[src/rtl/ccp_pkg.sv]
package ccp_pkg;
    localparam int SLOT_W = 5;
    localparam int MODE_W = 3;
    localparam int CFG_W  = 3;

    typedef struct packed {
        logic [MODE_W-1:0] mode;
        logic              nen;
        logic              en;
    } chan_ctl_t;

    typedef struct packed {
        logic dma_upd;
        logic src_trig;
        logic preload;
    } cfg_t;

    function automatic logic is_locked(input logic [1:0] lvl);
        return lvl != 2'd0;
    endfunction
endpackage

[src/rtl/ccp_cfg_reg.sv]
module ccp_cfg_reg
    import ccp_pkg::*;
(
    input  logic       clk,
    input  logic       rst,
    input  logic       wr_en,
    input  cfg_t       wr_cfg,
    input  logic [1:0] lock_lvl,
    output cfg_t       cfg
);
    always_ff @(posedge clk) begin
        if (rst) begin
            cfg <= '0;
        end else if (wr_en) begin
            cfg.dma_upd <= wr_cfg.dma_upd;
            if (!is_locked(lock_lvl)) begin
                cfg.preload  <= wr_cfg.preload;
                cfg.src_trig <= wr_cfg.src_trig;
            end
        end
    end
endmodule

[src/rtl/ccp_com_detect.sv]
module ccp_com_detect (
    input  logic clk,
    input  logic rst,
    input  logic sw_com,
    input  logic trig_in,
    input  logic src_trig,
    output logic com_evt
);
    logic trig_q;

    always_ff @(posedge clk) begin
        if (rst) trig_q <= 1'b0;
        else     trig_q <= trig_in;
    end

    always_comb com_evt = sw_com | (src_trig & trig_in & ~trig_q);
endmodule

[src/rtl/ccp_chan_slot.sv]
module ccp_chan_slot
    import ccp_pkg::*;
(
    input  logic      clk,
    input  logic      rst,
    input  logic      wr_en,
    input  chan_ctl_t wr_ctl,
    input  logic      preload,
    input  logic      com_evt,
    output chan_ctl_t shadow,
    output chan_ctl_t active
);
    always_ff @(posedge clk) begin
        if (rst) begin
            shadow <= '0;
            active <= '0;
        end else begin
            if (wr_en) shadow <= wr_ctl;
            if (!preload) begin
                if (wr_en) active <= wr_ctl;
            end else if (com_evt) begin
                active <= shadow;
            end
        end
    end
endmodule

[src/rtl/ccp_ctrl.sv]
module ccp_ctrl
    import ccp_pkg::*;
#(
    parameter int NCH = 4,
    localparam int WORD_W = NCH * SLOT_W
) (
    input  logic                  clk,
    input  logic                  rst,
    input  logic                  wr_en,
    input  logic                  wr_sel,
    input  logic [WORD_W-1:0]     wr_data,
    input  logic [1:0]            lock_lvl,
    input  logic                  sw_com,
    input  logic                  trig_in,
    output logic [NCH-1:0]        ch_en,
    output logic [NCH-1:0]        ch_nen,
    output logic [MODE_W*NCH-1:0] ch_mode,
    output logic                  preload_on,
    output logic                  src_trig,
    output logic                  dma_on_update
);
    cfg_t             cfg;
    logic             com_evt;
    logic             wr_cfg_en;
    logic             wr_ch_en;
    logic [WORD_W-1:0] shadow_w;

    always_comb begin
        wr_cfg_en = wr_en & ~wr_sel;
        wr_ch_en  = wr_en &  wr_sel;
    end

    ccp_cfg_reg u_cfg (
        .clk      (clk),
        .rst      (rst),
        .wr_en    (wr_cfg_en),
        .wr_cfg   (cfg_t'(wr_data[CFG_W-1:0])),
        .lock_lvl (lock_lvl),
        .cfg      (cfg)
    );

    ccp_com_detect u_com (
        .clk      (clk),
        .rst      (rst),
        .sw_com   (sw_com),
        .trig_in  (trig_in),
        .src_trig (cfg.src_trig),
        .com_evt  (com_evt)
    );

    for (genvar c = 0; c < NCH; c++) begin : g_ch
        chan_ctl_t sh;
        chan_ctl_t act;

        ccp_chan_slot u_slot (
            .clk     (clk),
            .rst     (rst),
            .wr_en   (wr_ch_en),
            .wr_ctl  (chan_ctl_t'(wr_data[c*SLOT_W +: SLOT_W])),
            .preload (cfg.preload),
            .com_evt (com_evt),
            .shadow  (sh),
            .active  (act)
        );

        always_comb begin
            shadow_w[c*SLOT_W +: SLOT_W] = sh;
            ch_en[c]                     = act.en;
            ch_nen[c]                    = act.nen;
            ch_mode[c*MODE_W +: MODE_W]  = act.mode;
        end
    end

    always_comb begin
        preload_on    = cfg.preload;
        src_trig      = cfg.src_trig;
        dma_on_update = cfg.dma_upd;
    end
endmodule

[config.mk]
export PLATFORM = sky130hd
export DESIGN_NAME = ccp_ctrl
export DESIGN_NICKNAME = d
export VERILOG_FILES = /design/src/rtl/ccp_pkg.sv /design/src/rtl/ccp_cfg_reg.sv /design/src/rtl/ccp_com_detect.sv /design/src/rtl/ccp_chan_slot.sv /design/src/rtl/ccp_ctrl.sv
export SDC_FILE = /design/constraint.sdc
export NUM_CORES = 1
export LEC_CHECK = 0
export ABC_AREA = 0
export BUFFER_PORTS_ARGS = -buffer_cell sky130_fd_sc_hd__buf_2
export CORE_ASPECT_RATIO = 0.75
export CORE_MARGIN = 2
export CORE_UTILIZATION = 57
export DETAILED_ROUTE_END_ITERATION = 12
export PLACE_DENSITY_LB_ADDON = 0.25
export SKIP_LAST_GASP = 1
export SLEW_MARGIN = 20
export SYNTH_ARGS = -nofsm -noshare
export SYNTH_HDL_FRONTEND = slang
export SYNTH_SLANG_ARGS = --single-unit
[constraint.sdc]
create_clock -name clk -period 3.3 [get_ports clk]
set_input_delay 0.99 -clock clk [delete_from_list [all_inputs] [get_ports clk]]
set_output_delay 0.99 -clock clk [all_outputs]
set_load 0.02 [all_outputs]
After elaboration in Yosys (flattened, before gate mapping)
Cells that the tools add are included.
Storage, ports and cells
  input bits: 28
  logic and storage cells: 53
  memories kept: 0
  register bits: 44
  ROM bits: 0
  RAM bits: 0
  output and inout bits: 23
  bits in latches: 0
Operators by class
  div/mod/pow operators: 0
  shift operators: 0
  $lt $le $gt $ge: 0
  multipliers: 0
  reduce and logical (&&, ||, !) cells: 4
  bitwise logic cells: 8
  equality and inequality tests: 1
  mux-type cells: 12
  $add $sub $neg: 0
Operators by type and width (number)
  $mux 5: 12
  $and 1x1->1: 4
  $reduce_and 2->1: 2
  $reduce_bool 2->1: 2
  $not 1->1: 3
  $ne 2x2->1 const B: 1
  $or 1x1->1: 1

Logic depth before layout (Yosys ltp)
  word-level depth: 5
  mapped depth: 4
  depth with buffers taken out: 3

Hierarchy
From an unflattened synthesis, not the netlist that was laid out.
Second synthesis, totals
  cells, all modules: 174
  area, all modules: 1943.1 um2
By module, submodules not included
  ccp_chan_slot: instances 4, cells each 39, seq. area each 200.2 um2, area each 437.9 um2
  ccp_cfg_reg: instances 1, cells each 12, seq. area each 60.1 um2, area each 137.6 um2
  ccp_com_detect: instances 1, cells each 4, seq. area each 20.0 um2, area each 37.5 um2
  ccp_ctrl: instances 1, cells each 2, seq. area each 0.0 um2, area each 16.3 um2

Worst setup path after synthesis
Ideal clock, no wire load.
  path type: input port to flip-flop
  from: input rst
  to: register g_ch[0].u_slot.active[2] (netlist name)
  path buffers: 2
  arrival: 1.637 ns
  cell stages on the path: 3
  setup time: 0.146 ns
  setup slack: 1.516 ns
  required time: 3.154 ns
  cells stage by stage: buf_2 > clkbuf_1 > a211oi_2
RTL lines
  start, declared: RTL line ccp_ctrl.sv:8  | input logic rst,
  end signal, assigned: RTL line ccp_chan_slot.sv:20  | if (wr_en) active <= wr_ctl;
  end signal, assigned: RTL line ccp_chan_slot.sv:22  | active <= shadow;
  end, declared: RTL line ccp_chan_slot.sv:11  | output chan_ctl_t active
No word-level cell between the ends.

Worst setup path after layout
  from: input trig_in
  to: register g_ch[0].u_slot.active[3] (netlist name)
On the way
  longest elaborated chain between the ends: 5
RTL lines
  start, declared: RTL line ccp_ctrl.sv:14  | input logic trig_in,
  $and 1x1->1 (2 in series): RTL line ccp_com_detect.sv:16  | always_comb com_evt = sw_com | (src_trig & trig_in & ~trig_q);
  $or 1x1->1: RTL line ccp_com_detect.sv:16
  $ne 2x2->1 (no line)
  $reduce_and 2->1 (no line)
Every way passes these cells.
A chain may end at the register's enable or synchronous reset.

==> key figures <==
Routing
  – Antenna Nets Post-Route: 0
  – Drt via density: 5.29
  – Total wire length: 4.41 mm
  – Drt pass-1 iters: 4
  – DR vias: 1666
  – Post-route DRC: 0
  – Initial DRC count: 66
  – Drt wl/cell: 14.0 µm

Clocking
  – Post-CTS Setup Inserts: 0
  – H-tree depth: 2
  – Clk_lat worst skew: 300 ps
  – Clk buf depth: 2
  – TritonCTS clock tree: yes
  – Sinks on Clock Net: 44
  – Clock slew at reported path FFs: 80 ps
  – # resized after CTS: 0
  – Cts hold-fix bufs: 0
  – TritonCTS buffer count: 5
  – Root Buffer: clkbuf_8

Synthesis
  – Mux share of post-synthesis cell area: 11.9%
  – Yosys reg bits: 44
  – Mapped cell area: 2150 µm²
  – Syn. warnings: 0
  – Synth top area cells: dfxtp_1 41%, a211oi_2 23%, mux2_1 10%
  – Mapped Avg Cell Area: 9.85 µm²
  – Post-synth EDFFs: 0
  – Top cell type's share of synthesized area: 41.0%
  – Synth Area in XOR/XNOR: 0%
  – Yosys cell types: 21
  – Cell accounting for the most synthesized area: dfxtp_1
  – List of most frequent post-synthesis cells: 44 x dfxtp_1, 41 x nand2_1, 39 x a211oi_2, 21 x a21oi_1, 20 x inv_1
  – Main combinational cell family by area after synthesis: compound AO/OA/AOI/OAI gates
  – Ys flop type: dfxtp_1
  – Post-synth ARST share: 0%
  – Synth Area in Compound Gates: 28.3%
  – Seq/Total Area, Yosys: 41.0%
  – Mapped Nets: 246
  – Most numerous cell in the Yosys netlist: dfxtp_1
  – Synth Area in Adders: 0%
  – Cell count after synthesis: 218
  – Simple-gate share of the synthesized area: 9.96%

Die
  – I/O pin total: 51
  – Core area: 3640 µm²
  – Die X: 74.9 µm
  – Chip Height: 57.2 µm
  – DIE AREA: 4280 µm²
  – Starting Density: 59.1%
  – Rows: 19

Pwr
  – Combinational power share: 17.0%
  – Sw frac: 27.3%
  – Internal Power: 808 µW
  – Reg power frac: 52.0%
  – Sw Pwr: 304 µW
  – Clk pwr share: 31.1%
  – Max rail drop VDD: 0.000354 V
  – Pleak: 0.968 nW
  – PwrDens: 444 nW/µm²

STA
  – Max Clk Rate: 0.488 GHz
  – Hold slack: 455 ps
  – Final min period: 2050 ps
  – RSZ-0062 raised after global routing: false
  – Relative slew margins: 34.7%
  – # setup viols final: 0
  – Max-slew violations: 0
  – Slew @ Worst Pin: 979 ps
  – Final Hold Vio Count: 0
  – Setup TNS: 0 ps
  – Fin crit share: 62.1%
  – Max Clock Skew: 6.50 ps

Setup path
  – R2R cell count: 5
  – Worst setup SP type: input pin
  – CP max stage delay: 410 ps
  – Crit Reg-Reg Startpoint: u_cfg.cfg[1]
  – Crit path from: trig_in
  – CP endpoint: g_ch[0].u_slot.active[3]
  – CP max-delay cell: a21o_1
  – Data arrival, critical path: 2190 ps
  – Largest delay share family, worst path: buffers and inverters
  – CP Capture Type: register
  – CP Max Fanout: 21
  – Req. time, crit path: 3440 ps
  – Worst setup path class: input pin to register
  – R2R Setup Slk: 1700 ps
  – Worst r2r dst: g_ch[0].u_slot.active[3]
  – CP Cell Sequence: buf_2 > nand3b_1 > buf_4 > a21o_1 > buf_12 > a211oi_2
  – Crit path depth: 6
  – Buffer and inverter count on the worst path: 3

Worst hold path
  – Worst Hold Class: register to register
  – WHS Path Cells: 2

Place
  – DP HPWL: 2.89 mm
  – I/O Buffers: 50
  – RePlAce Congestion: 0.716

Global routing
  – Antenna violations before repair: 0
  – Grt total ovfl: 0
  – Largest net degree at the start of global routing: 45
  – GRT Total Usage: 22.3%
  – First-pass GRT wire length: 7.29 mm
  – Vias in the first global route: 1589

Status
  – Outcome: finished, final reports clean

Finish
  – Final net count: 290
  – ANT cells: 0
  – Layout cells sized above 1: 39.9%
  – Area delta synth->final: 16.5%

Run
  – Max-cap violations: 0
==> layout by cell type (no fill, tap or decap), types with 2 or more instances in the layout <==
| cell type | count |
|---|---|
| nand2_1 | 41 |
| dfxtp_1 | 44 |
| nor2b_1 | 2 |
| mux2_1 | 19 |
| clkbuf_8 | 6 |
| nor2_1 | 3 |
| buf_4 | 5 |
| inv_1 | 20 |
| buf_2 | 50 |
| mux2i_1 | 3 |
| a211oi_2 | 39 |
| a21oi_1 | 20 |
==> state kept, by name, summed over array words and instances, names as in the netlist <==
register / count
g_ch.u_slot.active: 20
g_ch.u_slot.shadow: 20
u_cfg.cfg: 3
u_com.trig_q: 1
==> area by class of cell <==
class,count,area (µm²)
inverter,20,75.1
timing repair buffer,56,308
sequential,44,881
fill,295,1130
clock buffer,7,86.3
multi-input combinational,135,1080
tap,52,65.1
clock inverter,1,7.51
==> stage by stage <==
step / power (mW) / std cells / cell area [µm²] / utilization, % / worst slack, ps
floorplan: 0.721 / 218 / 2150 / - / 1520
global placement: 0.775 / 307 / 2410 / 66.3 / 944
detailed placement: 0.779 / 307 / 2410 / 66.3 / 938
CTS: 1.13 / 315 / 2500 / 68.8 / 1240
global route: 1.17 / 315 / 2500 / 68.8 / 1150
finish: 1.11 / 315 / 2500 / 68.8 / 1250
==> worst min path at each step <==
stage | startpoint | to | slack, ps
after detailed placement | g_ch[0].u_slot.shadow[1] | g_ch[0].u_slot.shadow[1] | 450
after CTS | g_ch[0].u_slot.shadow[1] | g_ch[0].u_slot.shadow[1] | 460
after global routing | g_ch[0].u_slot.shadow[3] | g_ch[0].u_slot.shadow[3] | 470
after floorplan | g_ch[1].u_slot.shadow[2] | g_ch[1].u_slot.shadow[2] | 430
final | g_ch[0].u_slot.shadow[1] | g_ch[0].u_slot.shadow[1] | 450
after global placement | g_ch[3].u_slot.shadow[2] | g_ch[3].u_slot.shadow[2] | 440
==> power by group through the flow <==
stage | combinational, mW | clock [mW] | sequential [mW]
after floorplan | 0.108 | 0 | 0.613
after global placement | 0.185 | 0 | 0.589
after global routing | 0.205 | 0.379 | 0.582
final | 0.189 | 0.345 | 0.578
after CTS | 0.190 | 0.357 | 0.578
after detailed placement | 0.189 | 0 | 0.591
==> per-layer routing <==
layer	GRT usage (%)	up-vias	wire length (µm)
met5	0	-	0
met4	7.65	0	63
met3	4.95	8	229
met1	30.3	777	2170
li1	-	839	-
met2	35.0	42	1940
==> tightest hold or removal path: stages (launching register included) <==
cell and delay, ps:
dfxtp_1 310, nand2_1 50, a21oi_1 50
==> logic make-up (layout without fill, tap and decap cells) <==
family                 Yosys count  count (layout)
muxes                           23              23
and+or+nand+nor                 50              50
DFF                             44              44
AOI/OAI and AO/OA               62              62
buffers and inverters           39              84
(Power assumes the default switching activity.)
